<file path="src/rtl/radio_fifo_pkg.sv">
package radio_fifo_pkg;
  localparam int ADDR_W = 4;

  localparam logic [ADDR_W-1:0] A_TXDATA = 4'd0;
  localparam logic [ADDR_W-1:0] A_RXDATA = 4'd1;
  localparam logic [ADDR_W-1:0] A_CTRL   = 4'd2;
  localparam logic [ADDR_W-1:0] A_TXAF   = 4'd3;
  localparam logic [ADDR_W-1:0] A_TXAE   = 4'd4;
  localparam logic [ADDR_W-1:0] A_RXAF   = 4'd5;
  localparam logic [ADDR_W-1:0] A_STAT   = 4'd6;
  localparam logic [ADDR_W-1:0] A_EN     = 4'd7;
  localparam logic [ADDR_W-1:0] A_TXLVL  = 4'd8;
  localparam logic [ADDR_W-1:0] A_RXLVL  = 4'd9;

  localparam int N_SRC    = 5;
  localparam int ST_TXAF  = 0;
  localparam int ST_TXAE  = 1;
  localparam int ST_RXAF  = 2;
  localparam int ST_TXERR = 3;
  localparam int ST_RXERR = 4;
endpackage

</file>
<file path="src/rtl/fifo_store.sv">
module fifo_store #(
  parameter int DATA_W = 8,
  parameter int DEPTH  = 64,
  localparam int LVL_W = $clog2(DEPTH + 1)
) (
  input  logic              clk,
  input  logic              rst,
  input  logic              clr,
  input  logic              push,
  input  logic [DATA_W-1:0] din,
  input  logic              pop,
  output logic [DATA_W-1:0] dout,
  output logic [LVL_W-1:0]  level,
  output logic              full,
  output logic              empty,
  output logic              push_err,
  output logic              pop_err
);
  localparam int PTR_W = $clog2(DEPTH);
  localparam logic [PTR_W-1:0] PTR_LAST = PTR_W'(DEPTH - 1);

  logic [DATA_W-1:0] mem [DEPTH];
  logic [PTR_W-1:0]  wr_ptr, rd_ptr;
  logic              do_push, do_pop;

  assign full     = (level == LVL_W'(DEPTH));
  assign empty    = (level == '0);
  assign do_push  = push && !full && !clr;
  assign do_pop   = pop && !empty && !clr;
  assign push_err = push && full && !clr;
  assign pop_err  = pop && empty && !clr;

  // storage without reset so it maps onto block RAM
  always_ff @(posedge clk) begin
    if (do_push) mem[wr_ptr] <= din;
  end

  always_ff @(posedge clk) begin
    if (do_pop) dout <= mem[rd_ptr];
  end

  always_ff @(posedge clk) begin
    if (rst || clr) begin
      wr_ptr <= '0;
      rd_ptr <= '0;
      level  <= '0;
    end else begin
      if (do_push) wr_ptr <= (wr_ptr == PTR_LAST) ? '0 : wr_ptr + 1'b1;
      if (do_pop)  rd_ptr <= (rd_ptr == PTR_LAST) ? '0 : rd_ptr + 1'b1;
      case ({do_push, do_pop})
        2'b10:   level <= level + 1'b1;
        2'b01:   level <= level - 1'b1;
        default: level <= level;
      endcase
    end
  end

  p_level_bound_r7: assert property (@(posedge clk) disable iff (rst)
    level <= LVL_W'(DEPTH));

  p_full_push_ignored_r7: assert property (@(posedge clk) disable iff (rst)
    (push && full && !pop && !clr) |=> $stable(level));

  p_empty_pop_ignored_r7: assert property (@(posedge clk) disable iff (rst)
    (pop && empty && !push && !clr) |=> $stable(level));

  p_flush_empties_r8: assert property (@(posedge clk) disable iff (rst)
    clr |=> (level == '0));
endmodule

</file>
<file path="src/rtl/cross_detect.sv">
module cross_detect #(
  parameter int LVL_W  = 7,
  parameter int THR_W  = 6,
  parameter bit RISING = 1'b1
) (
  input  logic             clk,
  input  logic             rst,
  input  logic [LVL_W-1:0] level,
  input  logic [THR_W-1:0] thr,
  output logic             hit
);
  logic [LVL_W-1:0] prev;
  logic [LVL_W-1:0] thr_x;

  assign thr_x = LVL_W'(thr);

  always_ff @(posedge clk) begin
    if (rst) prev <= '0;
    else     prev <= level;
  end

  generate
    if (RISING) begin : g_up
      assign hit = (prev <= thr_x) && (level > thr_x);
    end else begin : g_down
      assign hit = (prev >= thr_x) && (level < thr_x);
    end
  endgenerate

  p_hit_on_motion_r4: assert property (@(posedge clk) disable iff (rst)
    hit |-> (level != prev));
endmodule

</file>
<file path="src/rtl/radio_fifo_pair.sv">
module radio_fifo_pair
  import radio_fifo_pkg::*;
#(
  parameter int DATA_W = 8,
  parameter int DEPTH  = 64,
  parameter int THR_W  = 6,
  parameter logic [THR_W-1:0] TXAF_INIT = 6'h37,
  parameter logic [THR_W-1:0] TXAE_INIT = 6'h04,
  parameter logic [THR_W-1:0] RXAF_INIT = 6'h37
) (
  input  logic              clk,
  input  logic              rst,
  input  logic              reg_wr,
  input  logic              reg_rd,
  input  logic [ADDR_W-1:0] reg_addr,
  input  logic [DATA_W-1:0] reg_wdata,
  output logic [DATA_W-1:0] reg_rdata,
  input  logic              tx_pop,
  output logic [DATA_W-1:0] tx_data,
  output logic              tx_empty,
  input  logic              rx_push,
  input  logic [DATA_W-1:0] rx_data,
  output logic              rx_full,
  output logic              irq_n
);
  localparam int LVL_W = $clog2(DEPTH + 1);

  logic wr_txd, rd_rxd, wr_ctrl, wr_txaf, wr_txae, wr_rxaf, wr_en, rd_stat;
  logic clr_tx, clr_rx;
  logic tx_full, rx_empty;
  logic tx_push_err, tx_pop_err, rx_push_err, rx_pop_err;
  logic txaf_hit, txae_hit, rxaf_hit;
  logic [LVL_W-1:0]  tx_level, rx_level;
  logic [DATA_W-1:0] rx_dout;
  logic [THR_W-1:0]  thr_txaf, thr_txae, thr_rxaf;
  logic [N_SRC-1:0]  ev, stat_q, stat_d, en_q, en_d;
  logic [DATA_W-1:0] rd_q;
  logic              rx_sel_q;

  assign wr_txd  = reg_wr && (reg_addr == A_TXDATA);
  assign rd_rxd  = reg_rd && (reg_addr == A_RXDATA);
  assign wr_ctrl = reg_wr && (reg_addr == A_CTRL);
  assign wr_txaf = reg_wr && (reg_addr == A_TXAF);
  assign wr_txae = reg_wr && (reg_addr == A_TXAE);
  assign wr_rxaf = reg_wr && (reg_addr == A_RXAF);
  assign wr_en   = reg_wr && (reg_addr == A_EN);
  assign rd_stat = reg_rd && (reg_addr == A_STAT);
  assign clr_tx  = wr_ctrl && reg_wdata[0];
  assign clr_rx  = wr_ctrl && reg_wdata[1];

  fifo_store #(.DATA_W(DATA_W), .DEPTH(DEPTH)) u_txq (
    .clk(clk), .rst(rst), .clr(clr_tx),
    .push(wr_txd), .din(reg_wdata),
    .pop(tx_pop), .dout(tx_data),
    .level(tx_level), .full(tx_full), .empty(tx_empty),
    .push_err(tx_push_err), .pop_err(tx_pop_err)
  );

  fifo_store #(.DATA_W(DATA_W), .DEPTH(DEPTH)) u_rxq (
    .clk(clk), .rst(rst), .clr(clr_rx),
    .push(rx_push), .din(rx_data),
    .pop(rd_rxd), .dout(rx_dout),
    .level(rx_level), .full(rx_full), .empty(rx_empty),
    .push_err(rx_push_err), .pop_err(rx_pop_err)
  );

  cross_detect #(.LVL_W(LVL_W), .THR_W(THR_W), .RISING(1'b1)) u_txaf (
    .clk(clk), .rst(rst), .level(tx_level), .thr(thr_txaf), .hit(txaf_hit));
  cross_detect #(.LVL_W(LVL_W), .THR_W(THR_W), .RISING(1'b0)) u_txae (
    .clk(clk), .rst(rst), .level(tx_level), .thr(thr_txae), .hit(txae_hit));
  cross_detect #(.LVL_W(LVL_W), .THR_W(THR_W), .RISING(1'b1)) u_rxaf (
    .clk(clk), .rst(rst), .level(rx_level), .thr(thr_rxaf), .hit(rxaf_hit));

  always_comb begin
    ev           = '0;
    ev[ST_TXAF]  = txaf_hit;
    ev[ST_TXAE]  = txae_hit;
    ev[ST_RXAF]  = rxaf_hit;
    ev[ST_TXERR] = tx_push_err || tx_pop_err;
    ev[ST_RXERR] = rx_push_err || rx_pop_err;
  end

  // a new event in the same cycle as a status read survives the clear
  assign stat_d = (rd_stat ? '0 : stat_q) | ev;
  assign en_d   = wr_en ? reg_wdata[N_SRC-1:0] : en_q;

  always_ff @(posedge clk) begin
    if (rst) begin
      thr_txaf <= TXAF_INIT;
      thr_txae <= TXAE_INIT;
      thr_rxaf <= RXAF_INIT;
      stat_q   <= '0;
      en_q     <= '0;
      irq_n    <= 1'b1;
    end else begin
      if (wr_txaf) thr_txaf <= reg_wdata[THR_W-1:0];
      if (wr_txae) thr_txae <= reg_wdata[THR_W-1:0];
      if (wr_rxaf) thr_rxaf <= reg_wdata[THR_W-1:0];
      stat_q <= stat_d;
      en_q   <= en_d;
      irq_n  <= ~|(stat_d & en_d);
    end
  end

  always_ff @(posedge clk) begin
    if (rst) begin
      rd_q     <= '0;
      rx_sel_q <= 1'b0;
    end else if (reg_rd) begin
      rx_sel_q <= (reg_addr == A_RXDATA);
      case (reg_addr)
        A_TXAF:  rd_q <= DATA_W'(thr_txaf);
        A_TXAE:  rd_q <= DATA_W'(thr_txae);
        A_RXAF:  rd_q <= DATA_W'(thr_rxaf);
        A_STAT:  rd_q <= DATA_W'(stat_q);
        A_EN:    rd_q <= DATA_W'(en_q);
        A_TXLVL: rd_q <= DATA_W'(tx_level);
        A_RXLVL: rd_q <= DATA_W'(rx_level);
        default: rd_q <= '0;
      endcase
    end
  end

  assign reg_rdata = rx_sel_q ? rx_dout : rd_q;

  p_irq_matches_mask_r10: assert property (@(posedge clk) disable iff (rst)
    irq_n == ((stat_q & en_q) == '0));

  p_status_sticky_r9: assert property (@(posedge clk) disable iff (rst)
    !rd_stat |=> (($past(stat_q) & ~stat_q) == '0));

  p_rxaf_latched_r6: assert property (@(posedge clk) disable iff (rst)
    rxaf_hit |=> stat_q[ST_RXAF]);

  p_txerr_latched_r7: assert property (@(posedge clk) disable iff (rst)
    (tx_push_err || tx_pop_err) |=> stat_q[ST_TXERR]);

  p_thr_reserved_r11: assert property (@(posedge clk) disable iff (rst)
    (reg_rd && (reg_addr == A_TXAF || reg_addr == A_TXAE || reg_addr == A_RXAF))
      |=> (reg_rdata[DATA_W-1:THR_W] == '0));

  p_no_rx_overflow_r7: assert property (@(posedge clk) disable iff (rst)
    (rx_push && rx_full && !rd_rxd && !clr_rx) |=> rx_full);
endmodule

</file>
<file path="config.mk">
export PLATFORM = sky130hd
export DESIGN_NAME = radio_fifo_pair
export DESIGN_NICKNAME = d
export VERILOG_FILES = /design/src/rtl/radio_fifo_pkg.sv /design/src/rtl/fifo_store.sv /design/src/rtl/cross_detect.sv /design/src/rtl/radio_fifo_pair.sv
export SDC_FILE = /design/constraint.sdc
export NUM_CORES = 1
export LEC_CHECK = 0
export BUFFER_PORTS_ARGS = -buffer_cell sky130_fd_sc_hd__buf_2
export CAP_MARGIN = 10
export CORE_ASPECT_RATIO = 0.75
export CORE_UTILIZATION = 40
export DETAILED_ROUTE_END_ITERATION = 10
export GPL_ROUTABILITY_DRIVEN = 0
export PLACE_DENSITY = 0.65
export SLEW_MARGIN = 20
export SYNTH_ARGS = -nofsm -noshare
export SYNTH_HDL_FRONTEND = slang
export SYNTH_SLANG_ARGS = --single-unit
</file>
<file path="constraint.sdc">
create_clock -name clk -period 10 [get_ports clk]
set_clock_uncertainty 0.15 [all_clocks]
set_input_delay 2.5 -clock clk [delete_from_list [all_inputs] [get_ports clk]]
set_output_delay 2.5 -clock clk [all_outputs]
set_load 0.02 [all_outputs]
</file>
==> impl_metrics.yaml <==
outcome:
  status: "finished clean"
power:
  pwr-share-clk_pct: 42.2
  p_switching_mw: 2.02
  leakagePower_nw: 15.5
  peakVddDrop_mv: 0.169
  power_frac_seq_pct: 54.0
  p_sw_share_pct: 21.0
  p_per_area_nw_per_um2: 191
  power_mw: 9.61
  internal_power_mw: 7.59
  pwr-share-comb_pct: 3.8
routing:
  via_per_inst: 5.65
  first_pass_iters: 5
  drt_iter0_markers: 2618
  wl_per_cell_um: 25.8
  vias: 22400
  totalWireLength_mm: 102
  drc_errors: 0
  ant_nets: 0
global_route:
  grt_max_degree: 89
  antenna_found_initial: 3
  grt_pass1_vias: 22500
  grt.overflow.total: 0
  grt_pass1_wl_mm: 151
  grt_usage_pct: 17.9
yosys:
  netlist_instances: 2300
  yosysTopAreaCellShare_pct: 69.2
  yosys-top-cells-area: "edfxtp_1 (69%), mux4_2 (16%), dfxtp_1 (3.9%)"
  ys_ff_latch: 1129
  synth_mux_area_share_pct: 16.6
  syn-cell-area_um2: 45100
  ys.flop_type: "edfxtp_1"
  avgSynthCellArea_um2: 19.6
  synth.largest_area_cell: "edfxtp_1"
  ys.warnings.count: 0
  synth-edff-count: 1040
  synth_top_family_by_area: "multiplexers"
  yosysMostFrequentCell: "edfxtp_1"
  ys_types: 58
  async_reset_ff_share_pct: 0
  synth_fp_nets: 2379
  synth_xor_area_share_pct: 0.369
  synth_top_cells_by_count: "edfxtp_1 (1,040), mux4_2 (313), nor2_1 (216)"
  synth_compound_area_share_pct: 2.50
  synthAdderAreaFrac_pct: 1.50
  seq_area_frac_synth_pct: 73.2
  synthSimpleGateAreaFrac_pct: 4.26
sta:
  fin_crit_ns: 5.76
  finalCritPeriodShare_pct: 57.6
  drv_slew: 0
  fmax_ghz: 0.174
  tns_ns: 0
  hold_viol: 0
  grt_setup_unrepaired: "false"
  slew_headroom_pct: 23.7
  tightestPinTransition_ns: 1.14
  setup_viol: 0
floorplanning:
  core_area_um2: 112000
  die-height_um: 293
  die-area_um2: 114000
  num_rows: 106
  die_width_um: 390
  num_io_pins: 45
  start_util_pct: 40.4
cts:
  cts_hold_buf: 0
  cts_buffers: 105
  cts_setup_buffers: 0
  cts_tree: "yes"
  insertion_delay_ns: 0.72
  cts_root_buffer: "clkbuf_16"
  cts.clk_slew.worst_paths_ns: 0.06
  ctsHtreeMaxLevel: 3
  cts.sinks: 1129
  clockBufferDepth: 3
  ctsResizeCount: 0
setup_path:
  startpoint_type: "primary input"
  ff2ff_path_depth: 6
  critical_path.max_fanout: 15
  cp-end-kind: "flip-flop"
  crit_arrival_ns: 6.24
  criticalPathCategory: "in -> reg"
  crit_required_ns: 10.48
finish:
  layout-drive-gt1-share_pct: 23.1
  synthToLayoutAreaGrowth_pct: 11.7
  fin_util_pct: 45.1
  fillCellCount: 9351
  multi_input_area_um2: 11400
  n_antenna_cell: 0
  num-nets-final: 2437
  ff_latch_area_um2: 33000
  final_cell_area_um2: 50400
min_path:
  whs_path_depth: 2
  hold_path.class: "reg -> reg"
placement:
  hpwl_mm: 62.9
  port_buffers: 44
  dpl_cell_area_um2: 46900
flow_run:
  max_cap_violations: 0
## critical path, stage by stage
cell and delay [ns]:
buf_2 0.31, nor2b_1 0.39, nand4b_1 0.26, and3_1 0.41
inv_1 0.12, ha_1 0.37, ha_1 0.34, nor2b_1 0.15
o21ai_0 0.25, a21boi_0 0.20, or4_1 0.54, a31o_2 0.26
a21oi_1 0.13
## metrics by stage
step / hold slack [ns] / setup WS (ns) / instances
after global placement: 0.304 / 3.84 / 3763
after floorplan: 0.279 / 3.92 / 2300
final: 0.327 / 4.24 / 3957
after global routing: 0.344 / 4.07 / 3957
after CTS: 0.333 / 4.35 / 3957
after detailed placement: 0.325 / 3.60 / 3763
## registers in the layout, indices dropped and copies added (netlist names), 5 cells and up
name,flops
u_txq.level,7
u_rxq.rd_ptr,6
u_txq.dout,8
u_rxq.level,7
thr_txaf,6
u_txq.mem,512
u_txq.wr_ptr,6
u_txq.rd_ptr,6
u_rxaf.prev,7
rd_q,7
stat_q,5
thr_rxaf,6
u_rxq.mem,512
u_txae.prev,7
u_rxq.wr_ptr,6
u_rxq.dout,8
en_q,5
thr_txae,6
## layer usage
metal / vias up / GRT usage [%] / wire length, um
li1: 9502 / - / -
met1: 11700 / 27.0 / 44500
met2: 985 / 25.8 / 45200
met3: 154 / 4.89 / 10200
met4: 4 / 4.10 / 1870
met5: - / 0.423 / 76
## cell type report
| type | instances | share of cell area [%] |
|---|---|---|
| sequential | 1129 | 65.5 |
| tap | 1512 | 3.75 |
| inverter | 39 | 0.290 |
| multi-input combinational | 1013 | 22.6 |
| clock buffer | 130 | 5.48 |
| clock inverter | 64 | 1.47 |
| timing repair buffer | 70 | 0.864 |
## cells in the final DEF, fill, tap and decap left out, types with 22 or more instances in the layout
cell	n
clkbuf_1	22
buf_4	28
mux4_2	313
nor2_1	216
nor2b_1	35
clkbuf_16	106
edfxtp_1	1040
inv_1	39
a21oi_1	52
ha_1	51
nand3_1	33
mux2i_1	30
nand2_1	64
buf_2	41
dfxtp_1	81
## path summary, 6_finish.rpt
path,startpoint,end,slack (ns)
setup / recovery,reg_addr[1],u_rxq.level[6],4.24
hold / removal,rd_q[6],rd_q[6],0.33
setup reg to reg,u_txq.rd_ptr[1],u_txq.dout[5],5.85
hold reg to reg,rd_q[6],rd_q[6],0.33
## logic make-up after synthesis
logic type,count (synthesis)
muxes,355
and+or+nand+nor,420
adders and majority gates,53
xor gates and xnor gates,19
buffers and inverters,158
AOI/OAI and AO/OA,166
DFF,1129
## power by group through the flow
stage	Combinational (mW)	Clock, mW	Sequential (mW)
after detailed placement	0.367	0	5.30
after CTS	0.368	4.11	5.19
after global routing	0.391	4.29	5.19
final	0.364	4.05	5.19
after global placement	0.356	0	5.29
after floorplan	0.226	0	5.28
No activity file was read; power rests on OpenSTA's default activity.
